`config.mk`:
```
export PLATFORM = sky130hd
export DESIGN_NAME = page_walker
export DESIGN_NICKNAME = d
export VERILOG_FILES = /design/src/rtl/pgw_pkg.sv /design/src/rtl/pgw_datapath.sv /design/src/rtl/pgw_control.sv /design/src/rtl/page_walker.sv
export SDC_FILE = /design/constraint.sdc
export NUM_CORES = 1
export LEC_CHECK = 0
export CAP_MARGIN = 20
export CORE_MARGIN = 8
export CORE_UTILIZATION = 25
export CTS_CLUSTER_SIZE = 14
export DETAILED_ROUTE_END_ITERATION = 8
export DONT_BUFFER_PORTS = 1
export SLEW_MARGIN = 10
export SYNTH_ARGS = -nofsm -noshare
export SYNTH_HDL_FRONTEND = slang
export SYNTH_HIERARCHICAL = 1
export SYNTH_SLANG_ARGS = --single-unit
```
`constraint.sdc`:
```
create_clock -name clk -period 12.9 [get_ports clk]
set_input_delay 0.645 -clock clk [delete_from_list [all_inputs] [get_ports clk]]
set_output_delay 0.645 -clock clk [all_outputs]
set_load 0.03 [all_outputs]
```
`src/rtl/pgw_pkg.sv`:
```
package pgw_pkg;
  typedef enum logic [2:0] {
    ST_IDLE, ST_RDREQ, ST_RDWAIT, ST_CHECK, ST_WRNODE, ST_WRLEAF, ST_DONE
  } walkState_t;

  // strobes from control into datapath
  typedef struct packed {
    logic loadStart;
    logic latchEntry;
    logic accumPerm;
    logic descend;
    logic captureLeaf;
    logic captureFault;
  } walkStrobe_t;

  // decode results from datapath to control
  typedef struct packed {
    logic notPresent;
    logic rsvdHit;
    logic isLeaf;
    logic nodeNeedsA;
    logic leafNeedsWrite;
  } walkFlags_t;

  localparam int BIT_P  = 0;
  localparam int BIT_W  = 1;
  localparam int BIT_U  = 2;
  localparam int BIT_A  = 5;
  localparam int BIT_D  = 6;
  localparam int BIT_PS = 7;
  localparam int BIT_ATTR = 12;
  localparam int BIT_NX = 63;

  localparam logic [1:0] ACC_WRITE = 2'd1;
  localparam logic [1:0] ACC_FETCH = 2'd2;
  localparam logic [63:0] ADDR_FIELD = 64'h000F_FFFF_FFFF_F000;
endpackage

```
`src/rtl/pgw_datapath.sv`:
```
module pgw_datapath
  import pgw_pkg::*;
#(
  parameter int VA_BITS    = 48,
  parameter int PA_BITS    = 40,
  parameter int LEVELS     = 4,
  parameter int IDX_BITS   = 9,
  parameter int PAGE_SHIFT = 12,
  parameter int LARGE_MAX  = 2
) (
  input  logic                clk,
  input  logic                rstN,
  input  walkStrobe_t         strobe,
  input  logic [VA_BITS-1:0]  virtAddr,
  input  logic [63:0]         tableRoot,
  input  logic [1:0]          accessKind,
  input  logic                userAccess,
  input  logic                nxEnable,
  input  logic [63:0]         memRespData,
  output walkFlags_t          flags,
  output logic [63:0]         entryAddr,
  output logic [63:0]         writeData,
  output logic                faultFlag,
  output logic [4:0]          faultCode,
  output logic [PA_BITS-1:0]  physAddr,
  output logic [1:0]          pageSize,
  output logic [2:0]          permBits
);
  localparam int LVL_W = (LEVELS > 1) ? $clog2(LEVELS) : 1;
  localparam int ENT_SHIFT = 3;
  localparam logic [63:0] PHYS_MASK = (64'd1 << PA_BITS) - 64'd1;
  localparam logic [63:0] HIGH_RSVD = ADDR_FIELD & ~PHYS_MASK;
  localparam logic [LVL_W-1:0] TOP_LVL = LVL_W'(LEVELS - 1);

  logic [VA_BITS-1:0] vaQ;
  logic [63:0]        baseQ, entryQ;
  logic [LVL_W-1:0]   lvlQ;
  logic [1:0]         kindQ;
  logic               userQ, nxeQ;
  logic               accW, accU, accNx;

  logic [LEVELS-1:0][IDX_BITS-1:0] idxOf;
  for (genvar k = 0; k < LEVELS; k++) begin : g_idx
    assign idxOf[k] = vaQ[PAGE_SHIFT + k*IDX_BITS +: IDX_BITS];
  end

  logic        isWrite, psBit, largeLeaf, psIllegal;
  logic [63:0] spanMask, rsvdMask, vaWide, leafPa;
  logic        nextW, nextU, nextNx;

  always_comb begin
    isWrite   = (kindQ == ACC_WRITE);
    psBit     = entryQ[BIT_PS];
    psIllegal = psBit && (lvlQ > LVL_W'(LARGE_MAX));
    largeLeaf = psBit && (lvlQ != '0) && !psIllegal;
    spanMask  = (64'd1 << (PAGE_SHIFT + int'(lvlQ) * IDX_BITS)) - 64'd1;
    vaWide    = 64'(vaQ);

    rsvdMask = HIGH_RSVD;
    if (!nxeQ)     rsvdMask[BIT_NX] = 1'b1;
    if (psIllegal) rsvdMask[BIT_PS] = 1'b1;
    if (largeLeaf) rsvdMask = rsvdMask | (spanMask & ADDR_FIELD & ~(64'd1 << BIT_ATTR));

    flags.notPresent     = !entryQ[BIT_P];
    flags.rsvdHit        = |(entryQ & rsvdMask);
    flags.isLeaf         = (lvlQ == '0) || largeLeaf;
    flags.nodeNeedsA     = !entryQ[BIT_A];
    flags.leafNeedsWrite = !entryQ[BIT_A] || (isWrite && !entryQ[BIT_D]);

    entryAddr = baseQ | (64'(idxOf[lvlQ]) << ENT_SHIFT);
    writeData = entryQ | (64'd1 << BIT_A);
    if (flags.isLeaf && isWrite) writeData[BIT_D] = 1'b1;

    nextW  = accW & entryQ[BIT_W];
    nextU  = accU & entryQ[BIT_U];
    nextNx = accNx | entryQ[BIT_NX];
    leafPa = (entryQ & ADDR_FIELD & PHYS_MASK & ~spanMask) | (vaWide & spanMask);
  end

  always_ff @(posedge clk or negedge rstN) begin
    if (!rstN) begin
      vaQ <= '0; baseQ <= '0; entryQ <= '0; lvlQ <= TOP_LVL;
      kindQ <= '0; userQ <= 1'b0; nxeQ <= 1'b0;
      accW <= 1'b1; accU <= 1'b1; accNx <= 1'b0;
      faultFlag <= 1'b0; faultCode <= '0;
      physAddr <= '0; pageSize <= '0; permBits <= '0;
    end else begin
      if (strobe.loadStart) begin
        vaQ   <= virtAddr;
        baseQ <= tableRoot & ~64'hFFF;
        lvlQ  <= TOP_LVL;
        kindQ <= accessKind;
        userQ <= userAccess;
        nxeQ  <= nxEnable;
        accW  <= 1'b1; accU <= 1'b1; accNx <= 1'b0;
        faultFlag <= 1'b0;
        faultCode <= '0;
      end
      if (strobe.latchEntry) entryQ <= memRespData;
      if (strobe.accumPerm) begin
        accW <= nextW; accU <= nextU; accNx <= nextNx;
      end
      if (strobe.descend) begin
        baseQ <= entryQ & ADDR_FIELD;
        lvlQ  <= lvlQ - 1'b1;
      end
      if (strobe.captureLeaf) begin
        physAddr <= leafPa[PA_BITS-1:0];
        pageSize <= 2'(lvlQ);
        permBits <= {~nextNx, nextU, nextW & (entryQ[BIT_D] | isWrite)};
      end
      if (strobe.captureFault) begin
        faultFlag <= 1'b1;
        faultCode <= {(kindQ == ACC_FETCH) && nxeQ,
                      !flags.notPresent && flags.rsvdHit,
                      userQ, isWrite,
                      !flags.notPresent && flags.rsvdHit};
      end
    end
  end
endmodule

```
`src/rtl/pgw_control.sv`:
```
module pgw_control
  import pgw_pkg::*;
(
  input  logic        clk,
  input  logic        rstN,
  input  logic        startReq,
  input  logic        memReqReady,
  input  logic        memRespValid,
  input  walkFlags_t  flags,
  output walkStrobe_t strobe,
  output logic        reqValid,
  output logic        reqWrite,
  output logic        doneNow
);
  walkState_t stateQ, stateD;

  always_ff @(posedge clk or negedge rstN) begin
    if (!rstN) stateQ <= ST_IDLE;
    else       stateQ <= stateD;
  end

  always_comb begin
    stateD   = stateQ;
    strobe   = '0;
    reqValid = 1'b0;
    reqWrite = 1'b0;
    doneNow  = 1'b0;
    unique case (stateQ)
      ST_IDLE: if (startReq) begin
        strobe.loadStart = 1'b1;
        stateD = ST_RDREQ;
      end
      ST_RDREQ: begin
        reqValid = 1'b1;
        if (memReqReady) stateD = ST_RDWAIT;
      end
      ST_RDWAIT: if (memRespValid) begin
        strobe.latchEntry = 1'b1;
        stateD = ST_CHECK;
      end
      ST_CHECK: begin
        if (flags.notPresent || flags.rsvdHit) begin
          strobe.captureFault = 1'b1;
          stateD = ST_DONE;
        end else begin
          strobe.accumPerm = 1'b1;
          if (flags.isLeaf) begin
            strobe.captureLeaf = 1'b1;
            stateD = flags.leafNeedsWrite ? ST_WRLEAF : ST_DONE;
          end else if (flags.nodeNeedsA) begin
            stateD = ST_WRNODE;
          end else begin
            strobe.descend = 1'b1;
            stateD = ST_RDREQ;
          end
        end
      end
      ST_WRNODE: begin
        reqValid = 1'b1;
        reqWrite = 1'b1;
        if (memReqReady) begin
          strobe.descend = 1'b1;
          stateD = ST_RDREQ;
        end
      end
      ST_WRLEAF: begin
        reqValid = 1'b1;
        reqWrite = 1'b1;
        if (memReqReady) stateD = ST_DONE;
      end
      ST_DONE: begin
        doneNow = 1'b1;
        stateD = ST_IDLE;
      end
      default: stateD = ST_IDLE;
    endcase
  end
endmodule

```
`src/rtl/page_walker.sv`:
```
module page_walker
  import pgw_pkg::*;
#(
  parameter int VA_BITS    = 48,
  parameter int PA_BITS    = 40,
  parameter int LEVELS     = 4,
  parameter int IDX_BITS   = 9,
  parameter int PAGE_SHIFT = 12
) (
  input  logic               clk,
  input  logic               rstN,
  input  logic               startReq,
  input  logic [VA_BITS-1:0] virtAddr,
  input  logic [63:0]        tableRoot,
  input  logic [1:0]         accessKind,
  input  logic               userAccess,
  input  logic               nxEnable,
  output logic               memReqValid,
  input  logic               memReqReady,
  output logic               memReqWrite,
  output logic [63:0]        memReqAddr,
  output logic [63:0]        memReqData,
  input  logic               memRespValid,
  input  logic [63:0]        memRespData,
  output logic               walkDone,
  output logic               walkFault,
  output logic [4:0]         faultCode,
  output logic [PA_BITS-1:0] physAddr,
  output logic [1:0]         pageSize,
  output logic [2:0]         permBits
);
  walkStrobe_t strobe;
  walkFlags_t  flags;
  logic        faultFlag;

  pgw_control uCtrl (
    .clk(clk), .rstN(rstN), .startReq(startReq),
    .memReqReady(memReqReady), .memRespValid(memRespValid),
    .flags(flags), .strobe(strobe),
    .reqValid(memReqValid), .reqWrite(memReqWrite), .doneNow(walkDone)
  );

  pgw_datapath #(
    .VA_BITS(VA_BITS), .PA_BITS(PA_BITS), .LEVELS(LEVELS),
    .IDX_BITS(IDX_BITS), .PAGE_SHIFT(PAGE_SHIFT)
  ) uData (
    .clk(clk), .rstN(rstN), .strobe(strobe),
    .virtAddr(virtAddr), .tableRoot(tableRoot), .accessKind(accessKind),
    .userAccess(userAccess), .nxEnable(nxEnable), .memRespData(memRespData),
    .flags(flags), .entryAddr(memReqAddr), .writeData(memReqData),
    .faultFlag(faultFlag), .faultCode(faultCode),
    .physAddr(physAddr), .pageSize(pageSize), .permBits(permBits)
  );

  assign walkFault = walkDone & faultFlag;
endmodule

```
==> results.cfg <==
[synthesis]
postSynthCellCount = 859
yosys.area.top_type = dfrtp_1
syn_area_per_cell_um2 = 12.1
synth_async_sr_flop_share = 1.00
synthTopCellsByCount = 222 x dfrtp_1, 119 x mux2_2, 80 x mux2i_1
synth_area_um2 = 10400
ys_seq_area_frac = 0.544
synth.distinct_cells = 59
yosysMostFrequentCell = dfrtp_1
synth_edf_count = 0
synthTopCellsByArea = dfrtp_1 53%, mux2_2 13%, mux2i_1 7.7%, buf_4 5.0%, o21ai_0 2.8%
synthFlopType = dfrtp_1
yosysWarningCount = 6
yosys.area.top_type_share = 0.534
ys_ff_latch = 226

[clocking]
cts_resized = 0
worstSkewPairLatency_ns = 0.55
cts_root_buf = clkbuf_16
cts_sinks = 226
htreeDepth = 1
path_clk_slew_ns = 0.06
holdBufCountCts = 1
cts_buffer_depth = 3
cts_buffers = 27
cts_setup_buffers = 0
tritoncts = done

[power_and_ir_drop]
combPwrFrac = 0.269
finalPower_mw = 3.35
swShare = 0.448
intPower_mw = 1.85
power_per_cell_area_nw_per_um2 = 295
p_clk_frac = 0.220
power.leakage_nw = 4.72
seqPwrFrac = 0.511
ir_worst_vdd_uv = 130
p_switching_mw = 1.50

[timing]
setup_viol_count_final = 0
max_freq_mhz = 188
slew_violations = 0
skew_ns = 0.0279
fin_hold_ws_ns = 0.0299
max_slew_margin = 0.290
fin_crit_sh = 0.413
hold_violations = 0
tns_ns = 0
min_period_ns = 5.33
rsz0062_at_grt = no
tightest_slew_ns = 1.06

[critical_path]
crit_top_cell = o21ai_0
reg2reg_depth = 15
crit_path_max_incr_delay_ns = 0.91
cp-start-kind = flip-flop
cp_data_required_time_ns = 13.27
critical_path_arrival_ns = 5.70
critical_path.slowest_cell = dfstp_2
path_cells = inv_2 > ha_1 > nor2_1 > o21ai_0 > ha_1 > a32oi_1 > o21ai_0 > a221o_1 > nor3b_1 > o31ai_1 > nor2_2 > nand2_1 > o32ai_4 > buf_4 > o21ai_0
r2r_slack_ns = 7.57
crit_type = reg2reg
end_kind = flip-flop
path_max_fanout = 88

[finish]
syn_to_final_growth_pct = 9.32
multi_input_area_um2 = 4010
seq_area_um2 = 5660
drive_above_1_share = 0.249
fin_nets = 980
nFillCells = 4203

[floorplan]
die_h_um = 220
ios = 367
rows = 74
die_width_um = 220
dieArea_um2 = 48400
core_um2 = 40900
start_util = 0.254

[routing]
dr.pass1.iters = 4
routed-via-count = 6104
wl_per_cell_um = 23.2
drt-vias-per-instance = 4.56
drc = 0
dr.first_iter.drc_count = 377
ant_nets = 0
routed_wl_um = 31100

[placement]
place.gp.congestion = 0.780
hpwl_um = 22700
numPortBuffers = 0

[global_route]
grt-ovfl-total = 0
grt_pass1_wl_um = 45400
antenna_found_initial = 5
grt_use_total = 0.124
grt_max_degree = 227
grt_pass1_vias = 6513

[worst_hold_path]
hold_class = in2async

[outcome]
status = completed

[flow_run]
cap_violations = 0
==> per-layer routing <==
metal | global-route usage | wire length, µm
met5 | 0 | 36
met4 | 0.0391 | 651
met3 | 0.0377 | 2520
met2 | 0.211 | 15700
met1 | 0.149 | 12200
==> area by class of cell <==
| type | count | area share |
|---|---|---|
| clock buffers | 36 | 0.0659 |
| diodes | 2 | 0.000440 |
| flip-flops and latches | 226 | 0.497 |
| well taps | 532 | 0.0585 |
| multi-input cells | 502 | 0.352 |
| repair buffers | 7 | 0.00814 |
| clock inverters | 14 | 0.0104 |
| inverters | 21 | 0.00693 |
==> metrics by stage <==
stage / std cells / worst slack, ns / area, µm² / utilization
after global routing: 1339 / 6.94 / 11400 / 0.278
after global placement: 1286 / 7.54 / 10500 / 0.255
after CTS: 1337 / 7.43 / 11300 / 0.277
final: 1340 / 7.57 / 11400 / 0.278
after detailed placement: 1286 / 7.45 / 10500 / 0.255
after floorplan: 861 / 8.81 / 10400 / -
==> critical path, delay by kind of cell (launching register included) <==
family,cells,cell delay [ns]
buffers and inverters,2,0.91
adders and majority gates,2,0.86
and+or+nand+nor,4,0.76
DFF,1,0.91
AOI/OAI and AO/OA,7,1.66
==> sequential cells by signal, indices dropped and copies added (netlist names) <==
register and cells:
uData/nxeQ 1, uData/pageSize 2, uData/lvlQ 2, uData/physAddr 40
uCtrl/stateQ 3, uData/kindQ 2, uData/faultFlag 1, uData/entryQ 64
uData/vaQ 48, uData/accNx 1, uData/faultCode 4, uData/userQ 1
uData/accU 1, uData/permBits 3, uData/accW 1, uData/baseQ 52
==> power groups by stage <==
stage | Clock (mW) | Combinational [mW] | Sequential [mW]
finish | 0.738 | 0.901 | 1.71
CTS | 0.774 | 0.918 | 1.73
floorplan | 0 | 1.11 | 1.34
global route | 0.800 | 0.997 | 1.77
global placement | 0 | 0.878 | 1.74
detailed placement | 0 | 0.903 | 1.74
==> kinds of logic (layout without fill, tap and decap cells) <==
kind of cell,Yosys count,in the layout,synth area share
buffers and inverters,133,78,0.0745
AND/OR/NAND/NOR,162,162,0.0746
adder cells (fa/ha/maj),10,10,0.0120
other,2,6,0.000722
flip-flops,226,226,0.544
XOR/XNOR,4,4,0.00337
multiplexers,208,208,0.225
AO/OA/AOI/OAI,114,114,0.0658
==> cell usage in the layout (no fill, tap or decap), types with 2 or more instances in the layout <==
cell type     n
nor2b_1       2
nor3_2        2
clkinv_2      6
o22ai_1       2
diode_2       2
dfstp_2       4
a22o_1        3
clkbuf_1      5
xor2_1        3
a21oi_1      30
o21a_1        2
inv_6         4
clkbuf_8      4
inv_1        20
o21ai_0      59
mux2i_1      80
nand3_1      10
a21o_1        3
ha_1         10
dfrtp_1     222
nor4_1        5
nand2_1      62
buf_16        2
mux2_2      119
clkinvlp_4    2
conb_1        4
nand3b_1      3
clkbuf_16    27
mux4_2        9
nor3b_1       3
nor3_1        3
nand2b_1      5
nor2_1       52
buf_4         5
nor2_2        3
==> path summary, 6_finish.rpt <==
path | end | start
setup / recovery | uData/baseQ[37] | uData/lvlQ[0]
hold / removal | uData/permBits[2] | rstN
setup reg to reg | uData/baseQ[37] | uData/lvlQ[0]
hold reg to reg | uData/faultFlag | uData/faultFlag
max in group asynchronous | uData/entryQ[10] | rstN
min in group clk | uData/entryQ[23] | memRespData[23]
Power figures use the tool's default switching activity.
